$ cat src/rtl/gpr_pkg.sv
package gpr_pkg;
  localparam int unsigned DEF_DATA_W   = 32;
  localparam int unsigned DEF_ID_W     = 4;
  localparam int unsigned DEF_NUM_REGS = 8;
  localparam logic [3:0]  DEF_NULL_ID  = 4'hF;

  // Identifier meaning
  localparam logic [3:0] ID_ACC = 4'h0;
  localparam logic [3:0] ID_CNT = 4'h1;
  localparam logic [3:0] ID_DAT = 4'h2;
  localparam logic [3:0] ID_BAS = 4'h3;
  localparam logic [3:0] ID_SP  = 4'h4;
  localparam logic [3:0] ID_FP  = 4'h5;
  localparam logic [3:0] ID_SRC = 4'h6;
  localparam logic [3:0] ID_DST = 4'h7;
endpackage

$ cat src/rtl/gpr_id_check.sv
module gpr_id_check #(
  parameter int unsigned ID_W     = 4,
  parameter int unsigned NUM_REGS = 8,
  parameter logic [ID_W-1:0] NULL_ID = '1,
  localparam int unsigned IDX_W   = $clog2(NUM_REGS)
) (
  input  logic [ID_W-1:0]  id,
  output logic             hit,
  output logic [IDX_W-1:0] idx
);
  localparam logic [ID_W:0] LIMIT = (ID_W+1)'(NUM_REGS);

  always_comb begin
    hit = (id != NULL_ID) && ({1'b0, id} < LIMIT);
    idx = id[IDX_W-1:0];
  end
endmodule

$ cat src/rtl/gpr_wr_decode.sv
module gpr_wr_decode #(
  parameter int unsigned NUM_REGS = 8,
  localparam int unsigned IDX_W   = $clog2(NUM_REGS)
) (
  input  logic                clk,
  input  logic                rst,
  input  logic                hit,
  input  logic [IDX_W-1:0]    idx,
  output logic [NUM_REGS-1:0] we
);
  for (genvar g = 0; g < NUM_REGS; g++) begin : g_we
    assign we[g] = hit && (idx == IDX_W'(g));
  end

  // at most one register is selected per cycle
  p_onehot_we_r4: assert property (@(posedge clk) disable iff (rst)
    $onehot0(we));
endmodule

$ cat src/rtl/gpr_bank.sv
module gpr_bank #(
  parameter int unsigned DATA_W   = 32,
  parameter int unsigned NUM_REGS = 8
) (
  input  logic                             clk,
  input  logic                             rst,
  input  logic [NUM_REGS-1:0]              we,
  input  logic [DATA_W-1:0]                wdata,
  output logic [NUM_REGS-1:0][DATA_W-1:0]  q
);
  for (genvar g = 0; g < NUM_REGS; g++) begin : g_reg
    always_ff @(posedge clk) begin
      if (rst)        q[g] <= '0;
      else if (we[g]) q[g] <= wdata;
    end

    p_write_lands_r4: assert property (@(posedge clk) disable iff (rst)
      we[g] |=> (q[g] == $past(wdata)));

    p_hold_unselected_r5: assert property (@(posedge clk) disable iff (rst)
      !we[g] |=> $stable(q[g]));
  end

  p_reset_clears_r1: assert property (@(posedge clk) disable iff (rst)
    $fell(rst) |-> (q == '0));
endmodule

$ cat src/rtl/gpr_rd_port.sv
module gpr_rd_port #(
  parameter int unsigned DATA_W   = 32,
  parameter int unsigned ID_W     = 4,
  parameter int unsigned NUM_REGS = 8,
  parameter logic [ID_W-1:0] NULL_ID = '1
) (
  input  logic [ID_W-1:0]                  id,
  input  logic [NUM_REGS-1:0][DATA_W-1:0]  bank,
  output logic [DATA_W-1:0]                data
);
  localparam int unsigned IDX_W = $clog2(NUM_REGS);

  logic             hit;
  logic [IDX_W-1:0] idx;

  gpr_id_check #(.ID_W(ID_W), .NUM_REGS(NUM_REGS), .NULL_ID(NULL_ID)) u_chk (
    .id  (id),
    .hit (hit),
    .idx (idx)
  );

  always_comb begin
    data = '0;
    if (hit) data = bank[idx];
  end
endmodule

$ cat src/rtl/gpr_file.sv
module gpr_file #(
  parameter int unsigned DATA_W   = gpr_pkg::DEF_DATA_W,
  parameter int unsigned ID_W     = gpr_pkg::DEF_ID_W,
  parameter int unsigned NUM_REGS = gpr_pkg::DEF_NUM_REGS,
  parameter logic [ID_W-1:0] NULL_ID = ID_W'(gpr_pkg::DEF_NULL_ID)
) (
  input  logic              clk,
  input  logic              rst,
  input  logic [ID_W-1:0]   rd_a_id,
  output logic [DATA_W-1:0] rd_a_data,
  input  logic [ID_W-1:0]   rd_b_id,
  output logic [DATA_W-1:0] rd_b_data,
  input  logic [ID_W-1:0]   wr_id,
  input  logic [DATA_W-1:0] wr_data
);
  localparam int unsigned   IDX_W = $clog2(NUM_REGS);
  localparam logic [ID_W:0] LIMIT = (ID_W+1)'(NUM_REGS);

  logic [NUM_REGS-1:0][DATA_W-1:0] bank_q;
  logic [NUM_REGS-1:0]             wr_en;
  logic                            wr_hit;
  logic [IDX_W-1:0]                wr_idx;

  gpr_id_check #(.ID_W(ID_W), .NUM_REGS(NUM_REGS), .NULL_ID(NULL_ID)) u_wr_chk (
    .id  (wr_id),
    .hit (wr_hit),
    .idx (wr_idx)
  );

  gpr_wr_decode #(.NUM_REGS(NUM_REGS)) u_wr_dec (
    .clk (clk),
    .rst (rst),
    .hit (wr_hit),
    .idx (wr_idx),
    .we  (wr_en)
  );

  gpr_bank #(.DATA_W(DATA_W), .NUM_REGS(NUM_REGS)) u_bank (
    .clk   (clk),
    .rst   (rst),
    .we    (wr_en),
    .wdata (wr_data),
    .q     (bank_q)
  );

  gpr_rd_port #(.DATA_W(DATA_W), .ID_W(ID_W), .NUM_REGS(NUM_REGS), .NULL_ID(NULL_ID)) u_rd_a (
    .id   (rd_a_id),
    .bank (bank_q),
    .data (rd_a_data)
  );

  gpr_rd_port #(.DATA_W(DATA_W), .ID_W(ID_W), .NUM_REGS(NUM_REGS), .NULL_ID(NULL_ID)) u_rd_b (
    .id   (rd_b_id),
    .bank (bank_q),
    .data (rd_b_data)
  );

  // identifiers that name no register never enable a write
  p_no_write_bad_id_r6: assert property (@(posedge clk) disable iff (rst)
    (({1'b0, wr_id} >= LIMIT) || (wr_id == NULL_ID)) |-> (wr_en == '0));

  // null identifier reads as zero on both ports
  p_null_read_zero_r7: assert property (@(posedge clk) disable iff (rst)
    ((rd_a_id == NULL_ID) |-> (rd_a_data == '0)) and
    ((rd_b_id == NULL_ID) |-> (rd_b_data == '0)));

  // identifiers past the last register read as zero
  p_oob_read_zero_r8: assert property (@(posedge clk) disable iff (rst)
    (({1'b0, rd_a_id} >= LIMIT) |-> (rd_a_data == '0)) and
    (({1'b0, rd_b_id} >= LIMIT) |-> (rd_b_data == '0)));
endmodule

$ cat config.mk
export PLATFORM = sky130hd
export DESIGN_NAME = gpr_file
export DESIGN_NICKNAME = d
export VERILOG_FILES = /design/src/rtl/gpr_pkg.sv /design/src/rtl/gpr_id_check.sv /design/src/rtl/gpr_wr_decode.sv /design/src/rtl/gpr_bank.sv /design/src/rtl/gpr_rd_port.sv /design/src/rtl/gpr_file.sv
export SDC_FILE = /design/constraint.sdc
export NUM_CORES = 1
export LEC_CHECK = 0
export BUFFER_PORTS_ARGS = -buffer_cell sky130_fd_sc_hd__buf_2
export CAP_MARGIN = 0
export CELL_PAD_IN_SITES_DETAIL_PLACEMENT = 1
export CELL_PAD_IN_SITES_GLOBAL_PLACEMENT = 1
export CORE_UTILIZATION = 50
export CTS_CLUSTER_SIZE = 12
export DETAILED_ROUTE_END_ITERATION = 8
export MAX_ROUTING_LAYER = met4
export PLACE_DENSITY = 0.88
export SKIP_LAST_GASP = 1
export SYNTH_ARGS = -nofsm -noshare
export SYNTH_HDL_FRONTEND = slang
export SYNTH_SLANG_ARGS = --single-unit
$ cat constraint.sdc
create_clock -name clk -period 3.15 [get_ports clk]
set_input_delay 0.1575 -clock clk [delete_from_list [all_inputs] [get_ports clk]]
set_output_delay 0.1575 -clock clk [all_outputs]
set_load 0.01 [all_outputs]
==> results of run 1 <==
metal layers:
metal	vias to the layer above	part of all wire, %	wire, microns	track usage (%)
met1	6078	38	17700	43.3
li1	5103	-	-	-
met4	0	4.7	2210	19.2
met3	203	8.8	4190	6.79
met5	-	0	0	-
met2	691	49	23200	57.7
report_power, final:
| group | switching [mW] | total (mW) | internal [mW] |
|---|---|---|---|
| clock network | 1.35 | 3.17 | 1.82 |
| registers | 0.0578 | 3.36 | 3.31 |
| logic | 0.468 | 0.750 | 0.282 |
| total | 1.87 | 7.28 | 5.41 |
kinds of logic (layout without fill, tap and decap cells):
| logic type | after synthesis | in the layout | synth area share, % |
|---|---|---|---|
| AND/OR/NAND/NOR | 592 | 592 | 17.8 |
| flip-flops | 256 | 256 | 38.3 |
| buffers and inverters | 165 | 229 | 7.87 |
| AO/OA/AOI/OAI | 256 | 256 | 9.59 |
| other | 0 | 3 | 0 |
| multiplexers | 192 | 192 | 26.4 |
critical path, stage by stage:
cell and delay (ps):
buf_4 430, buf_4 450, mux4_2 570, mux2i_1 210
nor2_1 80, buf_2 190
cell usage in the layout (no fill, tap or decap), drive strengths merged, types with 3 or more instances in the layout:
cell type    count
nand2          512
a21oi          256
dfxtp          256
buf            149
mux4           128
mux2i           64
nor2            64
clkbuf          46
dlygate4sd3     32
diode            3
and4bb           3
nand4bb          3
nor4b            3
or4b             3
area by class of cell:
| class | instances | area, sq um |
|---|---|---|
| flip-flops and latches | 256 | 5120 |
| repair buffers | 181 | 1230 |
| multi-input cells | 1040 | 7200 |
| clock buffers | 46 | 850 |
| diodes | 3 | 7.51 |
| fillers | 3047 | 11300 |
| clock inverters | 2 | 12.5 |
| well taps | 335 | 419 |
worst max path at each step:
stage,from,endpoint,slack [ps],cells after the start
2_1_floorplan,rd_a_id[1],rd_a_data[22],1770,5
6_report,rd_b_id[1],rd_b_data[10],860,6
4_1_cts,rd_b_id[1],rd_b_data[10],870,6
5_1_grt,rd_b_id[1],rd_b_data[10],790,6
3_3_place_gp,rd_b_id[1],rd_b_data[7],1010,6
3_5_place_dp,rd_b_id[1],rd_b_data[10],880,6
==> out/qor.csv, run 1 <==
metric,value,unit
run status,finished with violations,
failing checks,design-rule violations,
core area,0.0261,sq mm
# IOs,110,
Die X,165,microns
clock root buffer,clkbuf_16,
DIE HEIGHT,165,microns
crit path kind,input port to primary output,
post-synthesis net count,1507,
relative slew slack,20.6,%
Area after DPL,0.0137,sq mm
placed cells,1780,
total track usage,36.1,%
Final #Nets,1553,
TritonCTS Buffers,28,
Final WS setup,858,ps
TritonCTS clock tree,yes,
total routed wirelength,47.3,mm
RSZ-0062 raised after global routing,false,
max FFs per register,256,
largest registers,u_bank.q: 256 flops,
share of cells above drive strength 1,21.2,%
LEAKAGE,5.32,nW
later-pin clock latency in the skew report,550,ps
hold path start,rst,
Layout Skew,0,ps
fin area,0.0148,sq mm
"area leader, netlist",dfxtp_1,
Synth Flop Type,dfxtp_1,
Power Dens Cells,490,mW/mm^2
Total Power,7.28,mW
total negative slack,0,ps
"count leader, synth",nand2_1,
top cell type's share of synthesized area,38.3,%
Reg with most FFs,u_bank.q,
R2R setup slack,2260,ps
WHS,162,ps
R2R Path Start,u_bank.q[106],
"Reg clk slew, reported paths",60,ps
most frequent cells after synthesis,"512 x nand2_1, 256 x a21oi_1, 256 x dfxtp_1",
drt pass-1 iters,7,
data arrival time of the critical path,2130,ps
CTS Sinks,256,
Setup crit end kind,primary output,
gr ovfl total,0,
max_cap viols,0,
die area,0.0274,sq mm
routability cong.,0.794,
yosys warns,0,
CP Launch Type,input port,
largest net degree at the start of global routing,104,
Finished Layout Cells,1863,
Final period util,72.8,%
sink of the worst hold path,u_bank.q[11],
initial core utilization,51.1,%
DRC errors left,16,
"Max FO, Critical Path",23,
CTS max path bufs,3,
post-cts resize count,0,
Layout Utilization,56.8,%
initial antenna violation count,3,
Hold Path Depth,2,
Netlist Area Pre-Place,0.0134,sq mm
Final Max Tran Viols,0,
vias per cell,6.48,
Final setup viols,0,
WL/cell,25.4,microns
final hold violation count,0,
Yosys reg bits,256,
worst hold path class,input port to flop,
Tightest Pin Transition,1190,ps
worst slack at placement,881,ps
Syn Inst Count,1461,
DP HPWL,28.2,mm
syn_area_per_cell,9.15,sq um
crit path time final,2290,ps
"Distinct cells, synth",18,
first-pass GRT wire length,72.4,mm
DR vias,12075,
input/output buffers,109,
Row Count,59,
hold buffer count at CTS,32,
Critical Path RT,2990,ps
antenna-violating nets left,0,
Crit Reg-Reg Endpoint,u_bank.q[106],
Post-synth EDFFs,0,
Post-synth ARST share,0,%
VDD IR max,0.432,mV
# Post-CTS Setup Buffers,0,
# H-tree levels,1,
Area Overhead vs Synth,11.1,%
Synth area leaders,"dfxtp_1 38%, mux4_2 22%, nand2_1 14%",
number of global-route vias before repair,12827,
DRT iter0 DRCs,1226,
register area share after synthesis,38.3,%
worst reg2reg path depth,2,
Fmax,0.436,GHz
Power figures use the tool's default switching activity.
==> run 2, diff against run 1 <==
--- a/config.mk
+++ b/config.mk
@@ -9,11 +9,11 @@
 export CAP_MARGIN = 0
 export CELL_PAD_IN_SITES_DETAIL_PLACEMENT = 1
 export CELL_PAD_IN_SITES_GLOBAL_PLACEMENT = 1
-export CORE_UTILIZATION = 50
+export CORE_UTILIZATION = 42
 export CTS_CLUSTER_SIZE = 12
 export DETAILED_ROUTE_END_ITERATION = 8
 export MAX_ROUTING_LAYER = met4
-export PLACE_DENSITY = 0.88
+export PLACE_DENSITY = 0.79
 export SKIP_LAST_GASP = 1
 export SYNTH_ARGS = -nofsm -noshare
 export SYNTH_HDL_FRONTEND = slang
==> constraint.sdc (replaced) <==
create_clock -name clk -period 2.1 [get_ports clk]
set_input_delay 0.105 -clock clk [delete_from_list [all_inputs] [get_ports clk]]
set_output_delay 0.105 -clock clk [all_outputs]
set_load 0.01 [all_outputs]
==> run 2 against run 1 <==
Net effect:
- the flow now finishes without violations
- register-to-register slack worse by 860 ps
- utilization is 7.2 points lower
- global-route usage is 7.8 points lower
- clock power is 67% higher
- sequential share of layout area is 1.1 points lower
- critical path type is now flop to primary output
- largest power group is now clock
- critical path depth is 2 lower
- critical endpoint is now rd_b_data[2]
- wire length is 5.9% lower
- largest cell class unchanged
- combinational power is 55% higher
==> out/qor.csv, run 2 (synthesized netlist as in run 1, its figures left out) <==
metric,value,unit,change
vias per cell,5.95,,-8.1%
largest registers,u_bank.q: 256 flops,,
DRT iter0 DRCs,903,,-26%
Tightest Pin Transition,678,ps,-513 ps
CP Launch Type,flop,,
final hold violation count,0,,unchanged
CTS max path bufs,3,,unchanged
CTS Sinks,256,,unchanged
DR vias,11509,,-4.7%
R2R setup slack,1400,ps,-860 ps
drt pass-1 iters,4,,-3
DIE HEIGHT,180,microns,+9.0%
sw frac,24.9,%,-0.83 points
TritonCTS Buffers,29,,+3.6%
crit path kind,flop to primary output,,
hold buffer count at CTS,33,,+3.1%
crit path time final,1980,ps,
"commonest non-fill, non-tap cell in the layout",nand2_1,,
WL/cell,23.0,microns,-9.3%
hold path start,wr_id[1],,
Final setup viols,0,,unchanged
Row Count,64,,+8.5%
# Post-CTS Setup Buffers,0,,unchanged
total negative slack,0,ps,unchanged
number of global-route vias before repair,12268,,-4.4%
Clock power frac,46.0,%,+2.5 points
core area,0.0309,sq mm,+18%
Fmax,0.505,GHz,
VDD IR max,0.504,mV,+17%
largest net degree at the start of global routing,71,,-32%
Seq pwr share,43.9,%,-2.3 points
Hold Path Depth,4,,+2
TritonCTS clock tree,yes,,
die area,0.0325,sq mm,+19%
post-cts resize count,0,,unchanged
later-pin clock latency in the skew report,540,ps,about the same
relative slew slack,54.8,%,+34 points
routability cong.,0.782,,-1.6%
initial core utilization,43.2,%,-7.9 points
Final period util,94.3,%,
"Reg clk slew, reported paths",60,ps,about the same
Reg with most FFs,u_bank.q,,
Final Max Tran Viols,0,,unchanged
Logic pwr share,10.1,%,-0.2 points
P_sw,2.85,mW,+53%
antenna-violating nets left,0,,unchanged
Power Dens Cells,748,mW/mm^2,+53%
gr ovfl total,0,,unchanged
sink of the worst hold path,u_bank.q[197],,
clock root buffer,clkbuf_16,,
LEAKAGE,5.51,nW,+3.5%
R2R Path Start,u_bank.q[145],,
DRC errors left,0,,-16
Setup crit end kind,primary output,,
RSZ-0062 raised after global routing,false,,
run status,completed,,
share of cells above drive strength 1,22.0,%,+0.76 points
total track usage,28.3,%,-7.8 points
Area after DPL,0.0140,sq mm,+2.7%
Layout Utilization,49.6,%,-7.2 points
fin area,0.0153,sq mm,+3.3%
total routed wirelength,44.5,mm,-5.9%
Final #Nets,1561,,+0.52%
Area Overhead vs Synth,14.8,%,
worst reg2reg path depth,2,,unchanged
DP HPWL,26.0,mm,-7.8%
initial antenna violation count,1,,-2
max_cap viols,0,,unchanged
max FFs per register,256,,unchanged
# H-tree levels,1,,unchanged
input/output buffers,109,,unchanged
# IOs,110,,unchanged
Critical Path RT,2000,ps,-990 ps
Int Pwr,8.62,mW,+59%
worst hold path class,input port to flop,,
most frequent cells in the layout,"512 x nand2_1, 256 x a21oi_1, 256 x dfxtp_1",,
"Max FO, Critical Path",3,,-87%
Layout Skew,0,ps,unchanged
first-pass GRT wire length,69.4,mm,-4.1%
Crit Reg-Reg Endpoint,u_bank.q[145],,
Die X,180,microns,+9.0%
data arrival time of the critical path,1870,ps,-260 ps
run 2: metal layers:
metal | GRT usage [%] | vias to the layer above | wire (microns)
met1 | 35.1 | 5929 | 18600
met3 | 3.84 | 88 | 2440
met2 | 47.8 | 369 | 22200
met5 | - | - | 0
met4 | 8.82 | 0 | 1220
li1 | - | 5123 | -
run 2: critical path, cell delays in order (launching register included):
cell and delay, ps:
dfxtp_1 340, mux4_2 470, mux2i_1 200, nor2_1 140
buf_2 190
run 2: final cells by class:
cell class                      instances  area, sq um
Clock inverter                         11          158
Sequential cell                       256         5120
Clock buffer                           41          821
Antenna cell                            1         2.50
Timing Repair Buffer                  188         1530
Fill cell                            3533        15600
Tap cell                              396          495
Multi-Input combinational cell       1040         7200
run 2: power by group through the flow:
stage	registers [mW]	logic (mW)	clock network, mW
after global routing	5.05	1.23	5.53
after CTS	5.04	1.16	5.34
final	5.04	1.16	5.28
after floorplan	5.11	0.794	0
after detailed placement	5.14	1.10	0
after global placement	5.13	1.07	0
run 2: worst max-delay path by stage:
| stage | from | end | slack [ps] |
|---|---|---|---|
| finish | u_bank.q[194] | rd_b_data[2] | 120 |
| global route | u_bank.q[226] | rd_b_data[2] | 70 |
| CTS | u_bank.q[252] | rd_b_data[28] | 120 |
| detailed placement | rd_b_id[2] | rd_b_data[28] | 300 |
| global placement | rd_b_id[2] | rd_b_data[28] | 290 |
| floorplan | rd_a_id[1] | rd_a_data[22] | 830 |
run 2: per-stage QoR:
stage	hold WS, ps	setup slack, ps	cells	power (mW)
final	262	121	1933	11.5
after floorplan	258	829	1461	5.91
after global placement	421	292	1847	6.21
after global routing	292	68.9	1933	11.8
after CTS	251	120	1932	11.5
after detailed placement	434	295	1847	6.25
